`src/rtl/sc_retry_pkg.sv`:
```
package sc_retry_pkg;

    typedef enum logic [1:0] {
        RX_NONE   = 2'd0,
        RX_ACCEPT = 2'd1,
        RX_REFUSE = 2'd2,
        RX_GIVEUP = 2'd3
    } rx_act_e;

    typedef enum logic [1:0] {
        TX_NONE  = 2'd0,
        TX_RETRY = 2'd1,
        TX_FAIL  = 2'd2
    } tx_act_e;

endpackage

```
`src/rtl/sc_budget_reg.sv`:
```
module sc_budget_reg #(
    parameter int unsigned CNT_W = 3
) (
    input  logic             clk,
    input  logic             rst_n,
    input  logic             periph_en,
    input  logic             cfg_wr,
    input  logic [CNT_W-1:0] cfg_wdata,
    output logic [CNT_W-1:0] budget_o,
    output logic             abort_o
);

    typedef struct packed {
        logic [CNT_W-1:0] budget;
    } st_t;

    st_t st_d, st_q;
    logic wr_ok;

    always_comb begin
        st_d  = st_q;
        // Running peripheral: only a zero write may pass
        wr_ok = cfg_wr && (!periph_en || (cfg_wdata == '0));
        if (wr_ok) begin
            st_d.budget = cfg_wdata;
        end
        budget_o = st_d.budget;
        abort_o  = wr_ok && (cfg_wdata == '0);
    end

    always_ff @(posedge clk or negedge rst_n) begin
        if (!rst_n) begin
            st_q <= '0;
        end else begin
            st_q <= st_d;
        end
    end

endmodule

```
`src/rtl/sc_tx_retry.sv`:
```
module sc_tx_retry
    import sc_retry_pkg::*;
#(
    parameter int unsigned CNT_W = 3
) (
    input  logic             clk,
    input  logic             rst_n,
    input  logic             sc_en,
    input  logic [CNT_W-1:0] budget,
    input  logic             abort,
    input  logic             tx_accept,
    input  logic             tx_nack,
    output logic             retx_o,
    output logic             fail_o
);

    typedef struct packed {
        logic [CNT_W-1:0] cnt;
        logic             retx;
        logic             fail;
    } st_t;

    st_t              st_d, st_q;
    logic [CNT_W-1:0] cnt_now;
    tx_act_e          act;

    always_comb begin
        cnt_now = abort ? '0 : st_q.cnt;
        act     = TX_NONE;
        if (sc_en && !tx_accept && tx_nack) begin
            act = (cnt_now < budget) ? TX_RETRY : TX_FAIL;
        end

        st_d      = st_q;
        st_d.retx = 1'b0;
        st_d.fail = 1'b0;
        case (act)
            TX_RETRY: begin
                st_d.retx = 1'b1;
                st_d.cnt  = CNT_W'(cnt_now + 1'b1);
            end
            TX_FAIL: begin
                st_d.fail = 1'b1;
                st_d.cnt  = '0;
            end
            default: begin
                st_d.cnt = (!sc_en || tx_accept) ? '0 : cnt_now;
            end
        endcase
    end

    always_ff @(posedge clk or negedge rst_n) begin
        if (!rst_n) begin
            st_q <= '0;
        end else begin
            st_q <= st_d;
        end
    end

    assign retx_o = st_q.retx;
    assign fail_o = st_q.fail;

endmodule

```
`src/rtl/sc_rx_retry.sv`:
```
module sc_rx_retry
    import sc_retry_pkg::*;
#(
    parameter int unsigned CNT_W = 3
) (
    input  logic             clk,
    input  logic             rst_n,
    input  logic             sc_en,
    input  logic             nack_en,
    input  logic [CNT_W-1:0] budget,
    input  logic             abort,
    input  logic             rx_done,
    input  logic             rx_perr,
    output logic             nack_o,
    output logic             ready_o,
    output logic             perr_o
);

    typedef struct packed {
        logic [CNT_W-1:0] cnt;
        logic             nack;
        logic             ready;
        logic             perr;
    } st_t;

    st_t              st_d, st_q;
    logic [CNT_W-1:0] cnt_now;
    rx_act_e          act;

    always_comb begin
        cnt_now = abort ? '0 : st_q.cnt;
        act     = RX_NONE;
        if (rx_done) begin
            if (!rx_perr) begin
                act = RX_ACCEPT;
            end else if (sc_en && nack_en && (cnt_now < budget)) begin
                act = RX_REFUSE;
            end else begin
                act = RX_GIVEUP;
            end
        end

        st_d       = st_q;
        st_d.nack  = 1'b0;
        st_d.ready = 1'b0;
        st_d.perr  = 1'b0;
        st_d.cnt   = sc_en ? cnt_now : '0;
        case (act)
            RX_ACCEPT: begin
                st_d.ready = 1'b1;
                st_d.cnt   = '0;
            end
            RX_REFUSE: begin
                st_d.nack = 1'b1;
                st_d.cnt  = CNT_W'(cnt_now + 1'b1);
            end
            RX_GIVEUP: begin
                st_d.ready = 1'b1;
                st_d.perr  = 1'b1;
                st_d.cnt   = '0;
            end
            default: ;
        endcase
    end

    always_ff @(posedge clk or negedge rst_n) begin
        if (!rst_n) begin
            st_q <= '0;
        end else begin
            st_q <= st_d;
        end
    end

    assign nack_o  = st_q.nack;
    assign ready_o = st_q.ready;
    assign perr_o  = st_q.perr;

endmodule

```
`src/rtl/sc_retry_ctrl.sv`:
```
module sc_retry_ctrl #(
    parameter int unsigned CNT_W = 3
) (
    input  logic             clk,
    input  logic             rst_n,
    input  logic             periph_en,
    input  logic             sc_en,
    input  logic             nack_en,
    input  logic             cfg_wr,
    input  logic [CNT_W-1:0] cfg_wdata,
    input  logic             tx_accept,
    input  logic             tx_nack,
    input  logic             rx_done,
    input  logic             rx_perr,
    input  logic             clr_frame,
    input  logic             clr_parity,
    output logic             retx_req,
    output logic             nack_drive,
    output logic             data_ready,
    output logic             frame_err,
    output logic             parity_err
);

    typedef struct packed {
        logic frame;
        logic parity;
    } flag_t;

    logic [CNT_W-1:0] budget;
    logic             abort;
    logic             tx_fail;
    logic             rx_perr_evt;
    flag_t            fl_d, fl_q;

    sc_budget_reg #(.CNT_W(CNT_W)) budget_i (
        .clk       (clk),
        .rst_n     (rst_n),
        .periph_en (periph_en),
        .cfg_wr    (cfg_wr),
        .cfg_wdata (cfg_wdata),
        .budget_o  (budget),
        .abort_o   (abort)
    );

    sc_tx_retry #(.CNT_W(CNT_W)) tx_i (
        .clk       (clk),
        .rst_n     (rst_n),
        .sc_en     (sc_en),
        .budget    (budget),
        .abort     (abort),
        .tx_accept (tx_accept),
        .tx_nack   (tx_nack),
        .retx_o    (retx_req),
        .fail_o    (tx_fail)
    );

    sc_rx_retry #(.CNT_W(CNT_W)) rx_i (
        .clk     (clk),
        .rst_n   (rst_n),
        .sc_en   (sc_en),
        .nack_en (nack_en),
        .budget  (budget),
        .abort   (abort),
        .rx_done (rx_done),
        .rx_perr (rx_perr),
        .nack_o  (nack_drive),
        .ready_o (data_ready),
        .perr_o  (rx_perr_evt)
    );

    // Sticky flags: a new event outranks a clear in the same cycle
    always_comb begin
        fl_d = fl_q;
        if (clr_frame)   fl_d.frame  = 1'b0;
        if (tx_fail)     fl_d.frame  = 1'b1;
        if (clr_parity)  fl_d.parity = 1'b0;
        if (rx_perr_evt) fl_d.parity = 1'b1;
    end

    always_ff @(posedge clk or negedge rst_n) begin
        if (!rst_n) begin
            fl_q <= '0;
        end else begin
            fl_q <= fl_d;
        end
    end

    assign frame_err  = fl_q.frame;
    assign parity_err = fl_q.parity;

endmodule

```
`config.mk`:
```
export PLATFORM = sky130hd
export DESIGN_NAME = sc_retry_ctrl
export DESIGN_NICKNAME = d
export VERILOG_FILES = /design/src/rtl/sc_retry_pkg.sv /design/src/rtl/sc_budget_reg.sv /design/src/rtl/sc_tx_retry.sv /design/src/rtl/sc_rx_retry.sv /design/src/rtl/sc_retry_ctrl.sv
export SDC_FILE = /design/constraint.sdc
export NUM_CORES = 1
export LEC_CHECK = 0
export ABC_CLOCK_PERIOD_IN_PS = 1650
export BUFFER_PORTS_ARGS = -buffer_cell sky130_fd_sc_hd__buf_4
export CORE_MARGIN = 2
export CORE_UTILIZATION = 45
export DETAILED_ROUTE_END_ITERATION = 7
export GPL_TIMING_DRIVEN = 1
export PLACE_DENSITY = 0.71
export SLEW_MARGIN = 10
export SYNTH_ARGS = -nofsm -noshare
export SYNTH_HDL_FRONTEND = slang
export SYNTH_SLANG_ARGS = --single-unit
```
`constraint.sdc`:
```
create_clock -name clk -period 1.65 [get_ports clk]
set_input_delay 0.33 -clock clk [delete_from_list [all_inputs] [get_ports clk]]
set_output_delay 0.33 -clock clk [all_outputs]
set_load 0.02 [all_outputs]
```
==> summary.md <==
| Metric | Value |
|---|---|
| Failing checks | setup timing |
| Die Wd | 47.29 um |
| Final WL | 2232 um |
| # H-tree levels | 1 |
| Worst EP arrival | 2330 ps |
| Final setup TNS | -4025 ps |
| Placed cells | 146 |
| Congestion Overflow GR | 0 |
| Synth top area share | 47.48% |
| Setup Crit Path Kind | primary input to flip-flop |
| Clock slew seen by the registers of the worst setup and hold paths | 90 ps |
| Main area contributors after synthesis | dfrtp_1, ha_1, inv_1 |
| Vias in the first global route | 760 |
| RSZ-0062 raised after global routing | true |
| Slew Limit Fails | 0 |
| Clk Latency, worst-skew pair | 290 ps |
| Worst setup margin | -470.7 ps |
| Hold Slack | 274.6 ps |
| Post-Layout Cell Count | 162 |
| Initial Util | 48.32% |
| Power after layout | 0.8959 mW |
| Final net count | 159 |
| DR WL/cell | 13.78 um |
| CP delay by family, top | simple AND/OR/NAND/NOR gates |
| Die area | 0.002236 mm2 |
| Largest net degree at the start of global routing | 17 |
| Power density cells | 635.9 mW/mm2 |
| Ratio of cells with drive above 1 in the final layout | 56.20% |
| Crit path buffers/inverters | 2 |
| Iter 0 DRT Violations | 12 |
| Crit. End Element | flip-flop |
| First-pass DRT Iterations | 4 |
| Fmax | 471.5 MHz |
| Placed Instance Area | 0.001175 mm2 |
| Detailed Place HPWL | 1339 um |
| Initial antenna violation count | 0 |
| Pleak | 0.7293 nW |
| Worst vdd ir | 535.0 uV |
| CTS tree | done |
| P&R area growth vs syn | 67.06% |
| Skew final | 0.4709 ps |
| Final antenna-violating net count | 0 |
| HP Class | primary input to flip-flop |
| CTS Buf Count | 3 |
| Mapped Cells | 86 |
| Synth area leader | dfrtp_1 |
| Seq/Total Area, Yosys | 47.48% |
| Final setup viols | 11 |
| Vias per cell | 5.031 |
| First-pass GRT wire length | 3118 um |
| Hold Vio Cnt, Final | 0 |
| Antenna Cells | 0 |
| # IOs | 20 |
| Post-synthesis area per instance | 9.806 um2 |
| GRT Overall Usage | 20.85% |
| Critical path fanouts, max | 6 |
| Ys Warns | 0 |
| Rel. slew slack | 79.15% |
| Startpoint Class | primary input |
| Critical Path Slowest Stage Cell | or4b_4 |
| Register bit total from synthesis | 16 |
| Tcrit/Tclk final | 128.5% |
| Post-layout minimum cycle time | 2121 ps |
| Via count | 815 |
| Port Buffers | 19 |
| Residual DRC | 0 |
| Root Driver | clkbuf_4 |
| Mapped Nets | 107 |
| Clock sinks | 16 |
| Critical Path Max Stage Delay | 610 ps |
| Post-Syn Area | 843.3 um2 |
| Synth cell types | 29 |
| Routability cong. | 0.7413 |
| Worst path cell trace | buf_6, or4b_4, nand2_4, inv_4, ha_4, nand4b_1, a211oi_2, a21oi_2, or2_4, mux2i_1 |
| Cell area after layout | 0.001409 mm2 |
| Worst EP required | 1860 ps |
| Pin slew with the least headroom to its limit | 312.2 ps |
| Die height | 47.29 um |
| Status | finished with violations |
| Pre-CTS WS | -770.5 ps |
| Core Box Area | 0.001745 mm2 |
| # Max-Cap Violations | 0 |
| Post-layout util | 80.72% |
| Row count | 15 |
| Longest Clk Path Bufs | 2 |
## registers in the layout, summed over array words and instances (netlist names)
register / flops
rx_i.ready_o: 1
tx_i.fail_o: 1
rx_i.perr_o: 1
rx_i.st_q: 3
frame_err: 1
budget_i.st_q: 3
tx_i.retx_o: 1
rx_i.nack_o: 1
tx_i.st_q: 3
parity_err: 1
## layout make-up
type	count	area (um2)
timing repair buffer	48	381.6
clock buffer	4	36.28
sequential	16	400.4
tap	25	31.28
fill	108	336.6
multi-input combinational	58	513.0
inverter	11	46.29
## layout by cell type (no fill, tap or decap), drive strengths merged
master	count
a211oi	1
a21o	2
a21oi	2
a2bb2oi	1
a311o	1
a31o	1
a31oi	2
and2	3
and3	3
buf	47
clkbuf	4
dfrtp	16
dlygate4sd3	1
ha	6
inv	11
mux2i	1
nand2	6
nand2b	1
nand4b	1
nor2	8
nor2b	6
nor3	1
o21a	3
o21ai	3
o22ai	1
o2bb2ai	1
or2	2
or4b	1
xor2	1
## cells in the mapped netlist, drive strengths merged
cell type	count
and2	3
ha	6
nor3	1
clkbuf	1
a21oi	2
o21ai	3
o2bb2ai	1
o21a	3
a31oi	2
nor2b	6
a2bb2oi	1
a21o	2
dfrtp	16
o22ai	1
mux2i	1
a31o	1
or2	2
inv	11
nand4b	1
xor2	1
a311o	1
and3	3
nand2	6
or4b	1
nor2	8
a211oi	1
nand2b	1
## path summary, 6_finish.rpt
path,start,to,slack (ps),cells past startpoint
worst max-delay path,cfg_wdata[0],rx_i.st_q[3]$_DFF_PN0_,-470,10
worst max register to register,budget_i.st_q[2]$_DFF_PN0_,rx_i.st_q[3]$_DFF_PN0_,-350,9
max in group asynchronous,rst_n,budget_i.st_q[2]$_DFF_PN0_,1050,2
worst min-delay path,rx_done,rx_i.ready_o$_DFF_PN0_,270,2
worst min register to register,tx_i.fail_o$_DFF_PN0_,frame_err$_DFFE_PN0P_,440,1
min in group asynchronous,rst_n,rx_i.st_q[4]$_DFF_PN0_,420,2
## timing repair
action | 4_1_cts | 5_1_grt
hold buffers | 1 | 0
gates resized for setup | 13 | 12
pin swaps | 7 | 7
setup endpoints to repair | 11 | 11
setup buffers | 10 | 4
hold endpoints to repair | 16 | 0
## kinds of logic (layout without fill, tap and decap cells)
kind of cell	count (synthesis)	in the layout	synth area share (%)
buffers and inverters	12	63	5.489
and+or+nand+nor	32	32	20.48
AOI/OAI and AO/OA	18	18	15.43
adders and majority gates	6	6	8.902
xor gates and xnor gates	1	1	1.039
DFF	16	16	47.48
muxes	1	1	1.187
## power by group
part | switching [mW] | leakage (nW) | internal (mW)
logic | 0.0964 | 0.499 | 0.114
registers | 0.00730 | 0.210 | 0.413
clock network | 0.130 | 0.0210 | 0.135
total | 0.234 | 0.729 | 0.662
## worst reg2reg max path, stage by stage, from the launching register on
cell	delay, ps
dfrtp_1	340
nor2_1	40
a31oi_1	210
inv_1	150
ha_4	180
nand4b_1	250
a211oi_2	230
a21oi_2	90
or2_4	260
mux2i_1	160
## per-layer routing
layer  vias up  track usage [%]  wire, um
li1        396                -         -
met4         0            11.67        65
met5         -                0         0
met3         7            3.462        72
met2        22            36.22      1136
met1       390            23.99       958
Power figures use the tool's default switching activity.
